## src/rtl/sss_pkg.sv

```systemverilog
package sss_pkg;
    typedef enum logic [1:0] {
        MODE_OFF   = 2'b00,
        MODE_BRAKE = 2'b01,
        MODE_SYNC  = 2'b10,
        MODE_RUN   = 2'b11
    } mode_e;

    localparam logic [1:0] PH_OFF  = 2'b00;
    localparam logic [1:0] PH_SRC  = 2'b01;
    localparam logic [1:0] PH_SINK = 2'b10;

    localparam logic [1:0] EN_OPEN  = 2'b00;
    localparam logic [1:0] EN_BRAKE = 2'b01;
    localparam logic [1:0] EN_DRIVE = 2'b10;
endpackage

```

## src/rtl/sss_step_timer.sv

```systemverilog
module sss_step_timer #(
    parameter int unsigned FIRST_LEN = 4,
    parameter int unsigned FIRST_CNT = 5,
    parameter int unsigned GROW      = 2,
    parameter int unsigned FINAL_LEN = 16
) (
    input  logic clk,
    input  logic rst_n,
    input  logic run,
    input  logic tick,
    output logic step_done
);
    localparam int unsigned CW = $clog2(FINAL_LEN + 1);

    logic [CW-1:0] tcnt;
    logic [7:0]    kcnt;
    logic [CW-1:0] len;
    int unsigned   grown;

    // Step length from the number of steps already completed
    always_comb begin
        grown = 0;
        if (int'(kcnt) < int'(FIRST_CNT)) begin
            len = CW'(FIRST_LEN);
        end else begin
            grown = FIRST_LEN + GROW * (int'(kcnt) - FIRST_CNT + 1);
            len = (grown > FINAL_LEN) ? CW'(FINAL_LEN) : CW'(grown);
        end
    end

    assign step_done = run && tick && (tcnt == len - 1'b1);

    always_ff @(posedge clk or negedge rst_n) begin
        if (!rst_n) begin
            tcnt <= '0;
            kcnt <= '0;
        end else if (!run) begin
            tcnt <= '0;
            kcnt <= '0;
        end else if (step_done) begin
            tcnt <= '0;
            if (int'(len) != int'(FINAL_LEN)) kcnt <= kcnt + 1'b1;
        end else if (tick) begin
            tcnt <= tcnt + 1'b1;
        end
    end

    p_tick_bound_r1: assert property (@(posedge clk) disable iff (!rst_n)
        run |-> (tcnt < len));
endmodule

```

## src/rtl/sss_stop_det.sv

```systemverilog
module sss_stop_det #(
    parameter int unsigned STOP_TO = 2000000
) (
    input  logic clk,
    input  logic rst_n,
    input  logic run,
    input  logic zc,
    output logic stop_hit
);
    localparam int unsigned SW = $clog2(STOP_TO + 1);

    logic [SW-1:0] cnt;

    assign stop_hit = run && !zc && (int'(cnt) == int'(STOP_TO - 1));

    always_ff @(posedge clk or negedge rst_n) begin
        if (!rst_n)                  cnt <= '0;
        else if (!run || zc || stop_hit) cnt <= '0;
        else                         cnt <= cnt + 1'b1;
    end

    p_stop_bound_r4: assert property (@(posedge clk) disable iff (!rst_n)
        run |-> (int'(cnt) < int'(STOP_TO)));
endmodule

```

## src/rtl/sss_phase_dec.sv

```systemverilog
module sss_phase_dec
    import sss_pkg::*;
(
    input  mode_e      mode,
    input  logic [2:0] step,
    output logic [1:0] ph_u,
    output logic [1:0] ph_v,
    output logic [1:0] ph_w
);
    int src_i;
    int snk_i;
    logic [1:0] ph [3];

    always_comb begin
        src_i = 0;
        snk_i = 1;
        unique case (step)
            3'd0: begin src_i = 0; snk_i = 1; end
            3'd1: begin src_i = 0; snk_i = 2; end
            3'd2: begin src_i = 1; snk_i = 2; end
            3'd3: begin src_i = 1; snk_i = 0; end
            3'd4: begin src_i = 2; snk_i = 0; end
            3'd5: begin src_i = 2; snk_i = 1; end
            default: begin src_i = 0; snk_i = 1; end
        endcase
        for (int i = 0; i < 3; i++) begin
            unique case (mode)
                MODE_BRAKE:          ph[i] = PH_SINK;
                MODE_SYNC, MODE_RUN: ph[i] = (i == src_i) ? PH_SRC :
                                             (i == snk_i) ? PH_SINK : PH_OFF;
                default:             ph[i] = PH_OFF;
            endcase
        end
    end

    assign ph_u = ph[0];
    assign ph_v = ph[1];
    assign ph_w = ph[2];
endmodule

```

## src/rtl/spin_start_seq.sv

```systemverilog
module spin_start_seq
    import sss_pkg::*;
#(
    parameter int unsigned FIRST_LEN = 4,
    parameter int unsigned FIRST_CNT = 5,
    parameter int unsigned GROW      = 2,
    parameter int unsigned FINAL_LEN = 16,
    parameter int unsigned ZC_LOCK   = 2,
    parameter int unsigned STOP_TO   = 2000000
) (
    input  logic       clk,
    input  logic       rst_n,
    input  logic       osc_tick,
    input  logic       zc_pulse,
    input  logic [1:0] spn_en,
    input  logic       ovt,
    input  logic       pwr_ok,
    input  logic       restart_inh,
    output logic [1:0] ph_u,
    output logic [1:0] ph_v,
    output logic [1:0] ph_w,
    output logic [1:0] mode
);
    localparam int unsigned ZW = $clog2(ZC_LOCK + 1);

    mode_e         st_q, st_d;
    logic [2:0]    step_q;
    logic [ZW-1:0] zc_cnt;
    logic          inh_q;
    logic          step_done;
    logic          stop_hit;
    logic          commutating;

    sss_step_timer #(
        .FIRST_LEN(FIRST_LEN), .FIRST_CNT(FIRST_CNT),
        .GROW(GROW), .FINAL_LEN(FINAL_LEN)
    ) u_timer (
        .clk(clk), .rst_n(rst_n), .run(st_q == MODE_SYNC),
        .tick(osc_tick), .step_done(step_done)
    );

    sss_stop_det #(.STOP_TO(STOP_TO)) u_stop (
        .clk(clk), .rst_n(rst_n), .run(st_q == MODE_RUN),
        .zc(zc_pulse), .stop_hit(stop_hit)
    );

    // Next-state logic: faults first, then enable, then sequencing
    always_comb begin
        st_d = st_q;
        if (ovt || !pwr_ok) begin
            st_d = MODE_OFF;
        end else if (spn_en == EN_BRAKE) begin
            st_d = MODE_BRAKE;
        end else if (spn_en != EN_DRIVE) begin
            st_d = MODE_OFF;
        end else begin
            unique case (st_q)
                MODE_OFF, MODE_BRAKE: if (!inh_q) st_d = MODE_SYNC;
                MODE_SYNC: if (zc_pulse && int'(zc_cnt) == int'(ZC_LOCK - 1)) st_d = MODE_RUN;
                MODE_RUN:  if (stop_hit) st_d = MODE_SYNC;
                default:   st_d = MODE_OFF;
            endcase
        end
    end

    // State register and sequencing registers
    always_ff @(posedge clk or negedge rst_n) begin
        if (!rst_n) begin
            st_q   <= MODE_OFF;
            step_q <= '0;
            zc_cnt <= '0;
            inh_q  <= 1'b0;
        end else begin
            st_q <= st_d;

            if (st_d == MODE_SYNC && st_q != MODE_SYNC)
                step_q <= '0;
            else if ((st_q == MODE_SYNC && step_done) ||
                     (st_q == MODE_RUN && zc_pulse && st_d == MODE_RUN))
                step_q <= (step_q == 3'd5) ? 3'd0 : step_q + 3'd1;

            if (st_q != MODE_SYNC)
                zc_cnt <= '0;
            else if (zc_pulse && int'(zc_cnt) < int'(ZC_LOCK))
                zc_cnt <= zc_cnt + 1'b1;

            if (!pwr_ok && restart_inh && (st_q == MODE_SYNC || st_q == MODE_RUN))
                inh_q <= 1'b1;
            else if (spn_en != EN_DRIVE)
                inh_q <= 1'b0;
        end
    end

    // Outputs
    sss_phase_dec u_dec (
        .mode(st_q), .step(step_q),
        .ph_u(ph_u), .ph_v(ph_v), .ph_w(ph_w)
    );

    always_comb begin
        mode        = st_q;
        commutating = (st_q == MODE_SYNC) || (st_q == MODE_RUN);
    end

    p_one_src_r2: assert property (@(posedge clk) disable iff (!rst_n)
        commutating |-> ($countones({ph_u == PH_SRC, ph_v == PH_SRC, ph_w == PH_SRC}) == 1 &&
                         $countones({ph_u == PH_SINK, ph_v == PH_SINK, ph_w == PH_SINK}) == 1));

    p_brake_sink_r6: assert property (@(posedge clk) disable iff (!rst_n)
        (mode == MODE_BRAKE) |-> ({ph_u, ph_v, ph_w} == {PH_SINK, PH_SINK, PH_SINK}));

    p_fault_off_r7: assert property (@(posedge clk) disable iff (!rst_n)
        (ovt || !pwr_ok) |=> (mode == MODE_OFF));

    p_off_quiet_r9: assert property (@(posedge clk) disable iff (!rst_n)
        (mode == MODE_OFF) |-> ({ph_u, ph_v, ph_w} == 6'b0));

    p_inh_hold_r8: assert property (@(posedge clk) disable iff (!rst_n)
        inh_q |-> !commutating);
endmodule

```

## config.mk

```make
export PLATFORM = sky130hd
export DESIGN_NAME = spin_start_seq
export DESIGN_NICKNAME = d
export VERILOG_FILES = /design/src/rtl/sss_pkg.sv /design/src/rtl/sss_step_timer.sv /design/src/rtl/sss_stop_det.sv /design/src/rtl/sss_phase_dec.sv /design/src/rtl/spin_start_seq.sv
export SDC_FILE = /design/constraint.sdc
export NUM_CORES = 1
export LEC_CHECK = 0
export BUFFER_PORTS_ARGS = -buffer_cell sky130_fd_sc_hd__buf_4
export CAP_MARGIN = 0
export CELL_PAD_IN_SITES_DETAIL_PLACEMENT = 1
export CELL_PAD_IN_SITES_GLOBAL_PLACEMENT = 1
export CORE_ASPECT_RATIO = 0.9
export CORE_MARGIN = 2
export CORE_UTILIZATION = 49
export CTS_BUF_LIST = sky130_fd_sc_hd__clkbuf_4
export DETAILED_ROUTE_END_ITERATION = 8
export GPL_TIMING_DRIVEN = 1
export HOLD_SLACK_MARGIN = 0.1
export PLACE_DENSITY = 0.81
export SYNTH_ARGS = -nofsm -noshare
export SYNTH_HDL_FRONTEND = slang
export SYNTH_SLANG_ARGS = --single-unit
```

## constraint.sdc

```tcl
create_clock -name clk -period 9 [get_ports clk]
set_input_delay 0.45 -clock clk [delete_from_list [all_inputs] [get_ports clk]]
set_output_delay 0.45 -clock clk [all_outputs]
set_load 0.005 [all_outputs]
```

==> qor.csv <==
metric,value,unit
final worst slack,900,ps
clk root buf,clkbuf_4,
fillcell total,886,
global-route wire length before repair,15.5,mm
syn_nets,480,
number of nets with antenna violations after routing,0,
Critical Path Sink Type,flop,
Final min period,8100,ps
Post-synth EDFFs,0,
final WL,9.35,mm
CTS Buf Count,5,
final hold violation count,0,
CTS sink count,42,
setup tns final,0,ps
Post-Synthesis Cell Area,0.00368,sq mm
P per Cell Area,84.3,mW/mm^2
GR met1 Demand/Resource,34.3,%
HP Class,input pin to flop,
Ys Warns,0,
Initial Util,51.3,%
Worst-Margin Slew,868,ps
antenna cell count,0,
GP Congestion,0.947,
Seq cells post-synth,42,
Vias,3419,
drt wl/cell,17.0,microns
Worst-Skew Late Latency,350,ps
arrival time worst endpoint,8380,ps
Worst EP required,9280,ps
met3 usage,3.83,%
ys async rst share,100,%
cts repair resizes,0,
PnR Total Power,329,uW
Most Crowded Layer GR,met2,
DR vias/cell,6.23,
drt first-iter violations,155,
"count leader, synth",nor2_1,
max-slew violation count,0,
Pleak,1.66,nW
full die area,0.00823,sq mm
clock buffer depth,2,
CP max FO,20,
die height,86.3,microns
Post-synth top cells,"53 x nor2_1, 42 x dfrtp_1, 35 x nand2_1, 23 x nand3_1, 23 x xor2_1",
core region area,0.00718,sq mm
Final setup viols,0,
Post-synth top flop,dfrtp_1,
RSZ-0062 raised after global routing,false,
CP Launch Type,flop,
Final Instance Area,0.00391,sq mm
layout cells sized above 1,9.87,%
relative slew slack,41.6,%
1st-pass router iterations,5,
fin crit share,90.0,%
post-synth top area cell,dfrtp_1,
Area contributors post-synth,"dfrtp_1 29%, ha_1 5.8%, xor2_1 5.5%, nor2_1 5.4%, xnor2_1 4.5%",
Die W,95.4,microns
outcome,"complete, no violations",
post-synthesis sequential area ratio,28.5,%
share of the synthesized area in the top cell type,28.5,%
GRT Util Overall,23.5,%
Post-DP Area,0.00381,sq mm
NumNets Final,481,
initial antenna violation count,0,
Hold WS,279,ps
Post-CTS Setup Bufs,0,
met2 usage,37.3,%
cts hold-fix bufs,1,
Setup Skew,13.7,ps
CTS H-tree depth,2,
vias in the first global route,3257,
critical path class,flop to flop,
CTS tree,yes,
DRC,0,
count of cell types in the netlist,72,
DP HPWL,7.13,mm
FP Rows,29,
clock slew at reported path FFs,120,ps
cells after synthesis,454,
P&R area growth vs syn,6.08,%
Avg Inst Size Synth,8.11,sq um
max_cap viols,0,
largest net degree at the start of global routing,43,
port buffer count,16,
GRT Residual Overflow,0,
maximum VDD drop,0.0000853,V
number of top-level pins,17,
Max Clk Rate,123,MHz
Setup WS pre-CTS,1060,ps
==> through the flow <==
step | util, % | instances
floorplan | - | 454
detailed placement | 53.1 | 540
global placement | 53.1 | 540
finish | 54.4 | 549
CTS | 54.4 | 549
global route | 54.4 | 549
==> cells in the final DEF, fill, tap and decap left out, types with 7 or more instances in the layout <==
master	n
nor2_1	53
dfrtp_1	42
nand2_1	35
xor2_1	23
nand3_1	23
xnor2_1	19
inv_1	18
a21oi_1	17
or3_1	17
ha_1	17
buf_4	16
o21ai_0	15
nand2b_1	12
nor3_1	10
and3_1	8
clkbuf_4	7
==> registers in the layout, summed over array words and instances (netlist names) <==
name and cells:
inh_q 1, mode 2, step_q 3, u_stop.cnt 21, u_timer.kcnt 8, u_timer.tcnt 5, zc_cnt 2
==> final cells by class <==
class / count / area, sq um / share of cell area [%]
Inverter: 18 / 67.6 / 1.73
Timing Repair Buffer: 17 / 130 / 3.33
Clock buffer: 7 / 52.6 / 1.34
Clock inverter: 1 / 30.0 / 0.768
Tap cell: 93 / 116 / 2.98
Sequential cell: 42 / 1050 / 26.9
Multi-Input combinational cell: 371 / 2460 / 63.0
==> cell families after synthesis <==
kind of cell	count (synthesis)	share of synthesized area, %
simple gates	211	30.7
compound gates	94	18.4
xor+xnor	42	9.99
fa+ha+maj	17	5.77
buf+inv	41	4.69
mux	7	1.94
flops	42	28.5
==> layer usage <==
| layer | up-vias | wire length, microns |
|---|---|---|
| li1 | 1649 | - |
| met1 | 1690 | 4570 |
| met2 | 73 | 4320 |
| met3 | 7 | 410 |
| met4 | 0 | 49 |
| met5 | - | 0 |
==> path summary, 6_finish.rpt <==
kind / startpoint / endpoint / slack (ps) / cells past startpoint
min: ovt / mode[0]$_DFF_PN0_ / 280 / 2
min reg2reg: u_stop.cnt[0]$_DFF_PN0_ / u_stop.cnt[0]$_DFF_PN0_ / 500 / 1
min in group asynchronous: rst_n / step_q[2]$_DFFE_PN0P_ / 600 / 2
max reg2reg: u_timer.kcnt[0]$_DFFE_PN0P_ / u_timer.kcnt[0]$_DFFE_PN0P_ / 900 / 22
max in group asynchronous: rst_n / u_stop.cnt[20]$_DFF_PN0_ / 8010 / 2
max: u_timer.kcnt[0]$_DFFE_PN0P_ / u_timer.kcnt[0]$_DFFE_PN0P_ / 900 / 22
==> worst max-delay path, stage by stage, from the launching register on <==
cell	delay, ps
dfrtp_1	610
inv_1	260
ha_1	430
or3b_2	490
a211oi_2	590
o2111ai_1	380
or3_1	470
ha_1	310
or3_1	450
or3_1	450
or3_1	380
o21ai_1	150
o21ai_1	120
or3b_2	480
nor4_1	290
a21boi_0	160
ha_1	230
xnor2_1	160
xor2_1	170
or4_4	430
a21oi_2	460
and2_1	350
mux2i_1	210
==> power breakdown <==
part | total (mW) | leakage, nW | switching (mW) | internal (mW)
logic | 0.0149 | 1.03 | 0.00872 | 0.00614
registers | 0.190 | 0.581 | 0.00124 | 0.189
clock network | 0.124 | 0.0463 | 0.0589 | 0.0650
Power figures use the tool's default switching activity.
